[config.mk]
export PLATFORM = sky130hd
export DESIGN_NAME = io_split_bridge
export DESIGN_NICKNAME = d
export VERILOG_FILES = /design/src/rtl/io_split_pkg.sv /design/src/rtl/io_split_seq.sv /design/src/rtl/io_split_port.sv /design/src/rtl/io_split_mux.sv /design/src/rtl/io_split_bridge.sv
export SDC_FILE = /design/constraint.sdc
export NUM_CORES = 1
export LEC_CHECK = 0
export BUFFER_PORTS_ARGS = -buffer_cell sky130_fd_sc_hd__buf_2
export CAP_MARGIN = 20
export CELL_PAD_IN_SITES_DETAIL_PLACEMENT = 1
export CELL_PAD_IN_SITES_GLOBAL_PLACEMENT = 1
export CORE_UTILIZATION = 39
export DETAILED_ROUTE_END_ITERATION = 6
export HOLD_SLACK_MARGIN = 0.03
export PLACE_DENSITY_LB_ADDON = 0.1
export SLEW_MARGIN = 20
export SYNTH_ARGS = -nofsm -noshare
export SYNTH_HDL_FRONTEND = slang
export SYNTH_SLANG_ARGS = --single-unit
[constraint.sdc]
create_clock -name clk -period 2.65 [get_ports clk]
set_clock_uncertainty 0.15 [all_clocks]
set_input_delay 0.53 -clock clk [delete_from_list [all_inputs] [get_ports clk]]
set_output_delay 0.53 -clock clk [all_outputs]
set_load 0.005 [all_outputs]
[src/rtl/io_split_pkg.sv]
package io_split_pkg;

   typedef enum logic [1:0] {
      PH_IDLE   = 2'd0,
      PH_FIRST  = 2'd1,
      PH_GAP    = 2'd2,
      PH_SECOND = 2'd3
   } phase_e;

   typedef enum logic [1:0] {
      XF_NONE = 2'd0,
      XF_OUT  = 2'd1,
      XF_INP  = 2'd2,
      XF_LOAD = 2'd3
   } xfer_e;

endpackage

[src/rtl/io_split_seq.sv]
module io_split_seq
   import io_split_pkg::*;
#(
   parameter int AW           = 16,
   parameter int DW           = 8,
   parameter int NW           = 3,
   parameter int ACC_CLKS     = 2,
   parameter int WINDOW_CLKS  = 6,
   parameter int USE_PORT_REG = 1,
   parameter int LOAD_N       = 1
)(
   input  logic          clk,
   input  logic          rst_n,
   input  logic          cpu_tpa,
   input  logic [NW-1:0] cpu_n,
   input  logic          cpu_mrd_n,
   input  logic          cpu_mwr_n,
   input  logic [AW-1:0] cpu_addr,
   input  logic [DW-1:0] bus_din,
   output phase_e        phase_q,
   output xfer_e         xfer_q,
   output logic [AW-1:0] addr_q,
   output logic [NW-1:0] n_q,
   output logic [DW-1:0] latch_q,
   output logic          load_en,
   output logic          wait_o
);

   localparam int CW = (ACC_CLKS > 1) ? $clog2(ACC_CLKS) : 1;
   localparam int EW = $clog2(2 * ACC_CLKS + 2);
   localparam logic [CW-1:0] LAST = CW'(ACC_CLKS - 1);
   localparam logic [NW-1:0] LOAD_SEL = NW'(LOAD_N);

   logic [CW-1:0] cnt_q;
   logic [EW-1:0] elapsed_q;
   logic          start;
   xfer_e         kind;

   // a port instruction: nonzero selector, exactly one strobe active
   assign start = (phase_q == PH_IDLE) && cpu_tpa && (cpu_n != '0)
                  && (cpu_mrd_n ^ cpu_mwr_n);

   always_comb begin
      if (!cpu_mrd_n) begin
         kind = ((USE_PORT_REG != 0) && (cpu_n == LOAD_SEL)) ? XF_LOAD : XF_OUT;
      end else begin
         kind = XF_INP;
      end
   end

   always_ff @(posedge clk or negedge rst_n) begin
      if (!rst_n) begin
         phase_q   <= PH_IDLE;
         xfer_q    <= XF_NONE;
         cnt_q     <= '0;
         elapsed_q <= '0;
         addr_q    <= '0;
         n_q       <= '0;
         latch_q   <= '0;
      end else begin
         case (phase_q)
            PH_IDLE: begin
               if (start) begin
                  phase_q   <= PH_FIRST;
                  xfer_q    <= kind;
                  addr_q    <= cpu_addr;
                  n_q       <= cpu_n;
                  cnt_q     <= '0;
                  elapsed_q <= '0;
               end
            end
            PH_FIRST: begin
               elapsed_q <= elapsed_q + 1'b1;
               if (cnt_q == LAST) begin
                  latch_q <= bus_din;
                  cnt_q   <= '0;
                  phase_q <= PH_GAP;
               end else begin
                  cnt_q <= cnt_q + 1'b1;
               end
            end
            PH_GAP: begin
               elapsed_q <= elapsed_q + 1'b1;
               phase_q   <= PH_SECOND;
            end
            PH_SECOND: begin
               elapsed_q <= elapsed_q + 1'b1;
               if (cnt_q == LAST) begin
                  cnt_q   <= '0;
                  phase_q <= PH_IDLE;
                  xfer_q  <= XF_NONE;
               end else begin
                  cnt_q <= cnt_q + 1'b1;
               end
            end
            default: phase_q <= PH_IDLE;
         endcase
      end
   end

   assign load_en = (phase_q == PH_FIRST) && (cnt_q == LAST) && (xfer_q == XF_LOAD);
   assign wait_o  = (phase_q != PH_IDLE) && (32'(elapsed_q) >= 32'(WINDOW_CLKS));

endmodule

[src/rtl/io_split_port.sv]
module io_split_port #(
   parameter int NW           = 3,
   parameter int IO_AW        = 8,
   parameter int USE_PORT_REG = 1,
   parameter int DEFAULT_HI   = 0
)(
   input  logic                clk,
   input  logic                rst_n,
   input  logic                load_en,
   input  logic [IO_AW-NW-1:0] load_val,
   input  logic [NW-1:0]       n_q,
   output logic [IO_AW-1:0]    port_addr
);

   localparam int HW = IO_AW - NW;

   generate
      if (USE_PORT_REG != 0) begin : g_reg
         logic [HW-1:0] hi_q;
         always_ff @(posedge clk or negedge rst_n) begin
            if (!rst_n) begin
               hi_q <= '0;
            end else if (load_en) begin
               hi_q <= load_val;
            end
         end
         assign port_addr = {hi_q, n_q};
      end else begin : g_fixed
         localparam logic [HW-1:0] HI = HW'(DEFAULT_HI);
         logic unused_fixed;
         assign unused_fixed = ^{clk, rst_n, load_en, load_val};
         assign port_addr    = {HI, n_q};
      end
   endgenerate

endmodule

[src/rtl/io_split_mux.sv]
module io_split_mux
   import io_split_pkg::*;
#(
   parameter int AW    = 16,
   parameter int DW    = 8,
   parameter int NW    = 3,
   parameter int IO_AW = 8
)(
   input  logic             rst_n,
   input  phase_e           phase_q,
   input  xfer_e            xfer_q,
   input  logic [AW-1:0]    addr_q,
   input  logic [DW-1:0]    latch_q,
   input  logic [IO_AW-1:0] port_addr,
   input  logic             seq_wait,
   input  logic [AW-1:0]    cpu_addr,
   input  logic [DW-1:0]    cpu_dout,
   input  logic [NW-1:0]    cpu_n,
   input  logic             cpu_mrd_n,
   input  logic             cpu_mwr_n,
   input  logic [DW-1:0]    bus_din,
   output logic [DW-1:0]    cpu_din,
   output logic             cpu_wait,
   output logic [AW-1:0]    bus_addr,
   output logic [DW-1:0]    bus_dout,
   output logic             bus_doe,
   output logic             bus_mreq_n,
   output logic             bus_iorq_n,
   output logic             bus_rd_n,
   output logic             bus_wr_n
);

   logic [AW-1:0] io_addr;
   logic [AW-1:0] first_addr;

   assign io_addr    = AW'(port_addr);
   assign first_addr = (xfer_q == XF_INP) ? io_addr : addr_q;

   always_comb begin
      bus_addr   = cpu_addr;
      bus_dout   = cpu_dout;
      bus_doe    = 1'b0;
      bus_mreq_n = 1'b1;
      bus_iorq_n = 1'b1;
      bus_rd_n   = 1'b1;
      bus_wr_n   = 1'b1;
      if (rst_n) begin
         case (phase_q)
            PH_IDLE: begin
               if (cpu_n == '0) begin
                  bus_mreq_n = cpu_mrd_n & cpu_mwr_n;
                  bus_rd_n   = cpu_mrd_n;
                  bus_wr_n   = cpu_mwr_n;
                  bus_doe    = ~cpu_mwr_n;
               end
            end
            PH_FIRST: begin
               bus_addr = first_addr;
               bus_rd_n = 1'b0;
               if (xfer_q == XF_INP) begin
                  bus_iorq_n = 1'b0;
               end else begin
                  bus_mreq_n = 1'b0;
               end
            end
            PH_GAP: begin
               bus_addr = first_addr;
            end
            PH_SECOND: begin
               case (xfer_q)
                  XF_OUT: begin
                     bus_addr   = io_addr;
                     bus_iorq_n = 1'b0;
                     bus_wr_n   = 1'b0;
                     bus_doe    = 1'b1;
                     bus_dout   = latch_q;
                  end
                  XF_INP: begin
                     bus_addr   = addr_q;
                     bus_mreq_n = 1'b0;
                     bus_wr_n   = 1'b0;
                     bus_doe    = 1'b1;
                     bus_dout   = latch_q;
                  end
                  default: begin
                     bus_addr = addr_q;
                  end
               endcase
            end
            default: ;
         endcase
      end
   end

   assign cpu_din  = (phase_q != PH_IDLE) ? latch_q : bus_din;
   assign cpu_wait = rst_n & seq_wait;

endmodule

[src/rtl/io_split_bridge.sv]
module io_split_bridge
   import io_split_pkg::*;
#(
   parameter int AW           = 16,
   parameter int DW           = 8,
   parameter int NW           = 3,
   parameter int IO_AW        = 8,
   parameter int ACC_CLKS     = 2,
   parameter int WINDOW_CLKS  = 6,
   parameter int USE_PORT_REG = 1,
   parameter int LOAD_N       = 1,
   parameter int DEFAULT_HI   = 0
)(
   input  logic          clk,
   input  logic          rst_n,
   input  logic [AW-1:0] cpu_addr,
   input  logic [DW-1:0] cpu_dout,
   output logic [DW-1:0] cpu_din,
   input  logic [NW-1:0] cpu_n,
   input  logic          cpu_mrd_n,
   input  logic          cpu_mwr_n,
   input  logic          cpu_tpa,
   output logic          cpu_wait,
   output logic [AW-1:0] bus_addr,
   output logic [DW-1:0] bus_dout,
   output logic          bus_doe,
   input  logic [DW-1:0] bus_din,
   output logic          bus_mreq_n,
   output logic          bus_iorq_n,
   output logic          bus_rd_n,
   output logic          bus_wr_n
);

   localparam int HW = IO_AW - NW;

   generate
      if (ACC_CLKS < 1) begin : g_bad_acc
         $error("ACC_CLKS must be at least 1");
      end
      if (WINDOW_CLKS < 1) begin : g_bad_window
         $error("WINDOW_CLKS must be at least 1");
      end
      if (IO_AW <= NW || IO_AW > AW) begin : g_bad_ioaw
         $error("IO_AW must exceed NW and fit in AW");
      end
      if (DW < HW) begin : g_bad_dw
         $error("DW must cover the port register width");
      end
      if (LOAD_N < 1 || LOAD_N >= (1 << NW)) begin : g_bad_load
         $error("LOAD_N must be a nonzero selector value");
      end
   endgenerate

   phase_e           phase_q;
   xfer_e            xfer_q;
   logic [AW-1:0]    addr_q;
   logic [NW-1:0]    n_q;
   logic [DW-1:0]    latch_q;
   logic             load_en;
   logic             seq_wait;
   logic [IO_AW-1:0] port_addr;

   io_split_seq #(
      .AW(AW), .DW(DW), .NW(NW), .ACC_CLKS(ACC_CLKS),
      .WINDOW_CLKS(WINDOW_CLKS), .USE_PORT_REG(USE_PORT_REG), .LOAD_N(LOAD_N)
   ) u_seq (
      .clk(clk), .rst_n(rst_n), .cpu_tpa(cpu_tpa), .cpu_n(cpu_n),
      .cpu_mrd_n(cpu_mrd_n), .cpu_mwr_n(cpu_mwr_n), .cpu_addr(cpu_addr),
      .bus_din(bus_din), .phase_q(phase_q), .xfer_q(xfer_q), .addr_q(addr_q),
      .n_q(n_q), .latch_q(latch_q), .load_en(load_en), .wait_o(seq_wait)
   );

   io_split_port #(
      .NW(NW), .IO_AW(IO_AW), .USE_PORT_REG(USE_PORT_REG), .DEFAULT_HI(DEFAULT_HI)
   ) u_port (
      .clk(clk), .rst_n(rst_n), .load_en(load_en), .load_val(bus_din[HW-1:0]),
      .n_q(n_q), .port_addr(port_addr)
   );

   io_split_mux #(
      .AW(AW), .DW(DW), .NW(NW), .IO_AW(IO_AW)
   ) u_mux (
      .rst_n(rst_n), .phase_q(phase_q), .xfer_q(xfer_q), .addr_q(addr_q),
      .latch_q(latch_q), .port_addr(port_addr), .seq_wait(seq_wait),
      .cpu_addr(cpu_addr), .cpu_dout(cpu_dout), .cpu_n(cpu_n),
      .cpu_mrd_n(cpu_mrd_n), .cpu_mwr_n(cpu_mwr_n), .bus_din(bus_din),
      .cpu_din(cpu_din), .cpu_wait(cpu_wait), .bus_addr(bus_addr),
      .bus_dout(bus_dout), .bus_doe(bus_doe), .bus_mreq_n(bus_mreq_n),
      .bus_iorq_n(bus_iorq_n), .bus_rd_n(bus_rd_n), .bus_wr_n(bus_wr_n)
   );

endmodule

# --- Yosys cells after proc, flatten, opt, wreduce, memory -nomap -nowiden ---
# Cells that the tools add are included.
totals:
  reg_bits: 40
  input_bits: 40
  elab_cells: 86
op_classes:
  add_sub_neg: 2
  magnitude_cmp: 1
  eq_ne: 10
  n_mux: 40
  n_bitwise: 4
  reduce_logical: 21
op_table:
  columns: ["op", "n"]
  rows:
  - ["$mux W16", 3]
  - ["$mux W8", 4]
  - ["$pmux W16 S2", 1]
  - ["$mux W1", 16]
  - ["$mux W2", 6]
  - ["$pmux W1 S2", 5]
  - ["$eq A2 B2 Y1 const B", 4]
  - ["$pmux W2 S4", 1]
  - ["$logic_and A1 B1 Y1", 6]
  - ["$ne A2 B2 Y1 const B", 3]
  - ["$pmux W3 S2", 1]
  - ["$reduce_and A2 Y1", 3]
  - ["$reduce_and A3 Y1", 2]
  - ["$reduce_bool A2 Y1", 3]
  - ["$reduce_or A2 Y1", 3]
  - ["$eq A2 B1 Y1 const B", 2]
  - ["$pmux W2 S2", 1]
  - ["$add A3 B1 Y3 const B", 1]
  - ["$eq A3 B1 Y1 const B", 1]
  - ["$ge A3 B3 Y1 const B", 1]
  - ["$logic_not A3 Y1", 1]
  - ["$mux W3", 1]
  - ["$pmux W1 S3", 1]
  - ["$reduce_bool A3 Y1", 1]
  - ["6 further kinds", 7]

# --- Longest topological paths before layout ---
logic_depth:
  word_depth: 6
  mapped_depth: 7
  ltp_nobuf: 5

# --- Cells and area by module ---
# From an unflattened synthesis, not the netlist that was laid out.
unflattened:
  cells_unflattened: 214
  hier_area_um2: 2506.2
by_module_without_submodules:
  columns: ["module", "n_inst", "cells_per_inst", "area_per_inst_um2"]
  rows:
  - ["io_split_seq", 1, 122, 1622.8]
  - ["io_split_mux", 1, 79, 679.4]
  - ["io_split_port", 1, 13, 203.9]

# --- Least setup slack after synthesis ---
# No wires, ideal clock.
synth_path:
  path_type: "input-to-output"
  start: "input rst_n"
  end: "output bus_addr[11]"
  arrival_time_ps: 1486
  slack_ps: 484
  cell_stages: 6
  n_path_buf: 3
  cell_sequence: "clkbuf_1 > nor2b_1 > clkbuf_1 > buf_2 > nand2_1 > o21ai_0"
synth_between:
  elab_chain_len: 1
synth_rtl:
  columns: ["element", "line_no", "text"]
  rows:
  - ["start, declared", "io_split_bridge.sv:15", "input logic rst_n,"]
  - ["$mux W16", "io_split_mux.sv:47", "if (rst_n) begin"]
  - ["end, declared", "io_split_bridge.sv:24", "output logic [AW-1:0] bus_addr,"]
# No other way between the ends.

# --- Worst setup path after layout ---
layout_path:
  start: "register u_seq.phase_q[0]"
  end: "output bus_addr[10]"
layout_between:
  elab_chain_len: 4
  elab_cells_between_ends: 6
layout_rtl:
  columns: ["element", "line_no", "text"]
  rows:
  - ["start, declared", "io_split_seq.sv:20", "output phase_e phase_q,"]
  - ["start signal, assigned", "io_split_seq.sv:53", "phase_q <= PH_IDLE;"]
  - ["start signal, assigned", "io_split_seq.sv:64", "phase_q <= PH_FIRST;"]
  - ["start signal, assigned", "io_split_seq.sv:77", "phase_q <= PH_GAP;"]
  - ["$eq A2 B2 Y1 / $eq A2 B1 Y1 (equally long branches)", "io_split_mux.sv:48", "case (phase_q)"]
  - ["$reduce_or A2 Y1 (no line)", null, null]
  - ["$pmux W16 S2 (*)", "io_split_mux.sv:48", null]
  - ["$mux W16 (*)", "io_split_mux.sv:47", null]
# Every way passes the cells marked *; elsewhere a longest branch is shown, timed or not.

==> results.json <==
{
  "wire_per_inst_um": 16.18,
  "cp_max_fo": 8,
  "maxCapViolCount": 0,
  "ys.flop_type": "dfrtp_1",
  "synthTopCellsByArea": "dfrtp_1 (41%), mux2_2 (18%), mux2_4 (6.1%)",
  "critPathKind": "register to primary output",
  "final_nets": 369,
  "grt_pass1_wl_um": 10030,
  "synthCells": 231,
  "synth_top_area_cell": "dfrtp_1",
  "synth_most_common_cell": "dfrtp_1",
  "grt_remaining_overflow": 0,
  "syn_nets": 282,
  "clk_latency_ns": 0.29,
  "grt_start_max_net_pins": 27,
  "slew-limit-headroom_pct": 64.53,
  "ctsLongestPathBuffers": 2,
  "synth_top_area_share_pct": 40.96,
  "io_buffer_count": 77,
  "antenna_cells": 0,
  "fin_cells": 394,
  "core_um2": 5991,
  "cp.required_ns": 1.97,
  "setup_viol": 0,
  "finalSetupTns_ns": 0,
  "p_leak_nw": 1.475,
  "r2r_setup_slack_ns": 0.57,
  "synthTopCellsByCount": "dfrtp_1 (40), mux2_2 (39), nand2_1 (29), o21ai_0 (20), nor2_1 (15)",
  "fp.dieW_um": 81.16,
  "max_freq_mhz": 384.2,
  "cts_tree": "done",
  "power_density_nw_per_um2": 1157,
  "grt_pass1_vias": 1996,
  "cp-end-kind": "primary output",
  "start_kind": "register",
  "dpl_cell_area_um2": 2932,
  "hpwl_um": 4752,
  "synth-edff-count": 0,
  "synth_async_sr_flop_share_pct": 100.0,
  "tightest_slew_ns": 0.5271,
  "max-vdd-ir-drop_v": 0.0005234,
  "hold_class": "input port to asynchronous set/reset pin",
  "syn_avg_cell_area_um2": 10.58,
  "postLayoutCellArea_um2": 3108,
  "io_pins": 78,
  "drtIter0Drc": 50,
  "cts-root-buf": "clkbuf_8",
  "drc": 0,
  "dieArea_um2": 6586,
  "power_w": 0.003595,
  "worstPathArrival_ns": 1.92,
  "yosysSeqAreaShare_pct": 40.96,
  "finalHoldViolCount": 0,
  "grt_antenna_before_repair": 0,
  "period_minus_slack_ns": 2.602,
  "outcome": "finished clean",
  "cts_inserted_buffers": 5,
  "fillers": 722,
  "synth_cell_types": 34,
  "fin_util_pct": 51.88,
  "start_util_pct": 40.79,
  "timing.final.crit_share_pct": 98.21,
  "area.growth.synth_to_final_pct": 27.19,
  "drv_slew": 0,
  "place_congestion": 0.8028,
  "htreeDepth": 2,
  "clock-sinks": 40,
  "synth_warnings": 0,
  "postSynthRegisterBits": 40,
  "drive_gt1_share_pct": 50.16,
  "clk_pin_slew_ns": 0.08,
  "rows": 28,
  "placed_cells": 380,
  "vias": 2047,
  "rsz0062_at_grt": "yes",
  "wirelength_um": 6373,
  "dr.pass1.iters": 4,
  "grt_util_all_layers_pct": 20.26,
  "syn_area_um2": 2444,
  "antenna_left": 0,
  "via_per_inst": 5.195,
  "fp.dieH_um": 81.16
}
[layer usage]
| layer | share of wire [%] | up-vias | wire (µm) | global-route usage (%) |
|---|---|---|---|---|
| met3 | 3.2 | 5 | 202 | 3.146 |
| met5 | 0 | - | 0 | 0 |
| met4 | 0.75 | 0 | 48 | 5.357 |
| li1 | - | 995 | - | - |
| met2 | 50 | 46 | 3202 | 35.38 |
| met1 | 46 | 1001 | 2919 | 25.92 |
[kinds of logic after synthesis]
family,Yosys count,synth area share [%]
multiplexers,51,24.94
AO/OA/AOI/OAI,46,12.03
flip-flops,40,40.96
adder cells (fa/ha/maj),11,5.632
buffers and inverters,19,3.994
AND/OR/NAND/NOR,64,12.44
[final cells by class]
class	count	area, µm²	area share, %
repair buffers	92	514.2	16.55
flip-flops and latches	40	1001	32.21
multi-input cells	172	1379	44.36
well taps	75	93.84	3.019
clock inverters	1	7.507	0.2415
inverters	7	26.28	0.8454
clock buffers	7	86.33	2.778
[final timing paths]
check | from | cells after the start | end
setup / recovery | u_seq.phase_q[0] | 8 | bus_addr[10]
hold / removal | rst_n | 2 | u_seq.elapsed_q[2]
setup reg to reg | u_seq.phase_q[0] | 6 | u_seq.phase_q[1]
hold reg to reg | u_port.g_reg.hi_q[4] | 1 | u_port.g_reg.hi_q[4]
max in group asynchronous | rst_n | 3 | u_seq.latch_q[6]
min in group clk | bus_din[5] | 2 | u_seq.latch_q[5]
[per-stage QoR]
| stage | hold slack, ns | setup WS, ns |
|---|---|---|
| after floorplan | 0.08441 | 0.4841 |
| after global placement | 0.3328 | 0.3003 |
| after detailed placement | 0.3470 | 0.2606 |
| after CTS | 0.08773 | 0.0003550 |
| after global routing | 0.1054 | -0.05055 |
| final | 0.1164 | 0.04752 |
[flip-flops by register name, summed over array words and instances (netlist names)]
register           cells
u_seq.latch_q          8
u_seq.xfer_q           2
u_seq.phase_q          2
u_seq.elapsed_q        3
u_seq.addr_q          16
u_seq.cnt_q            1
u_seq.n_q              3
u_port.g_reg.hi_q      5
[layout by cell type (no fill, tap or decap), types with 3 or more instances in the layout]
master and n:
inv_1 5, ha_1 10, o21ai_0 18, nand2_1 28
a22o_1 3, mux2_4 10, nor2_1 15, dfrtp_1 40
a21oi_1 5, a31oi_1 8, buf_2 77, nor2b_1 3
nor3b_1 4, nand2b_1 3, mux2_2 39, buf_4 13
clkbuf_8 6
[timing repair]
item                                    in CTS  in global routing
pin swaps                                    0                  2
buffers inserted                             1                  4
gates resized for setup                      2                 10
endpoints found under the setup margin      16                 24
hold buffers                                 0                  0
endpoints found under the hold margin        0                  0
cloned                                       0                  1
[critical path, stage by stage (launching register included)]
cell and delay, ns:
dfrtp_1 0.42, inv_2 0.09, ha_4 0.30, nor2b_4 0.16
buf_4 0.15, nor2_1 0.04, buf_4 0.16, o21ai_0 0.17
buf_2 0.14
[report_power, final]
part | switching (W) | total [W] | internal [W]
clock network | 0.000210 | 0.000421 | 0.000212
logic | 0.000951 | 0.00205 | 0.00110
registers | 0.000204 | 0.00112 | 0.000921
(Power assumes the default switching activity.)
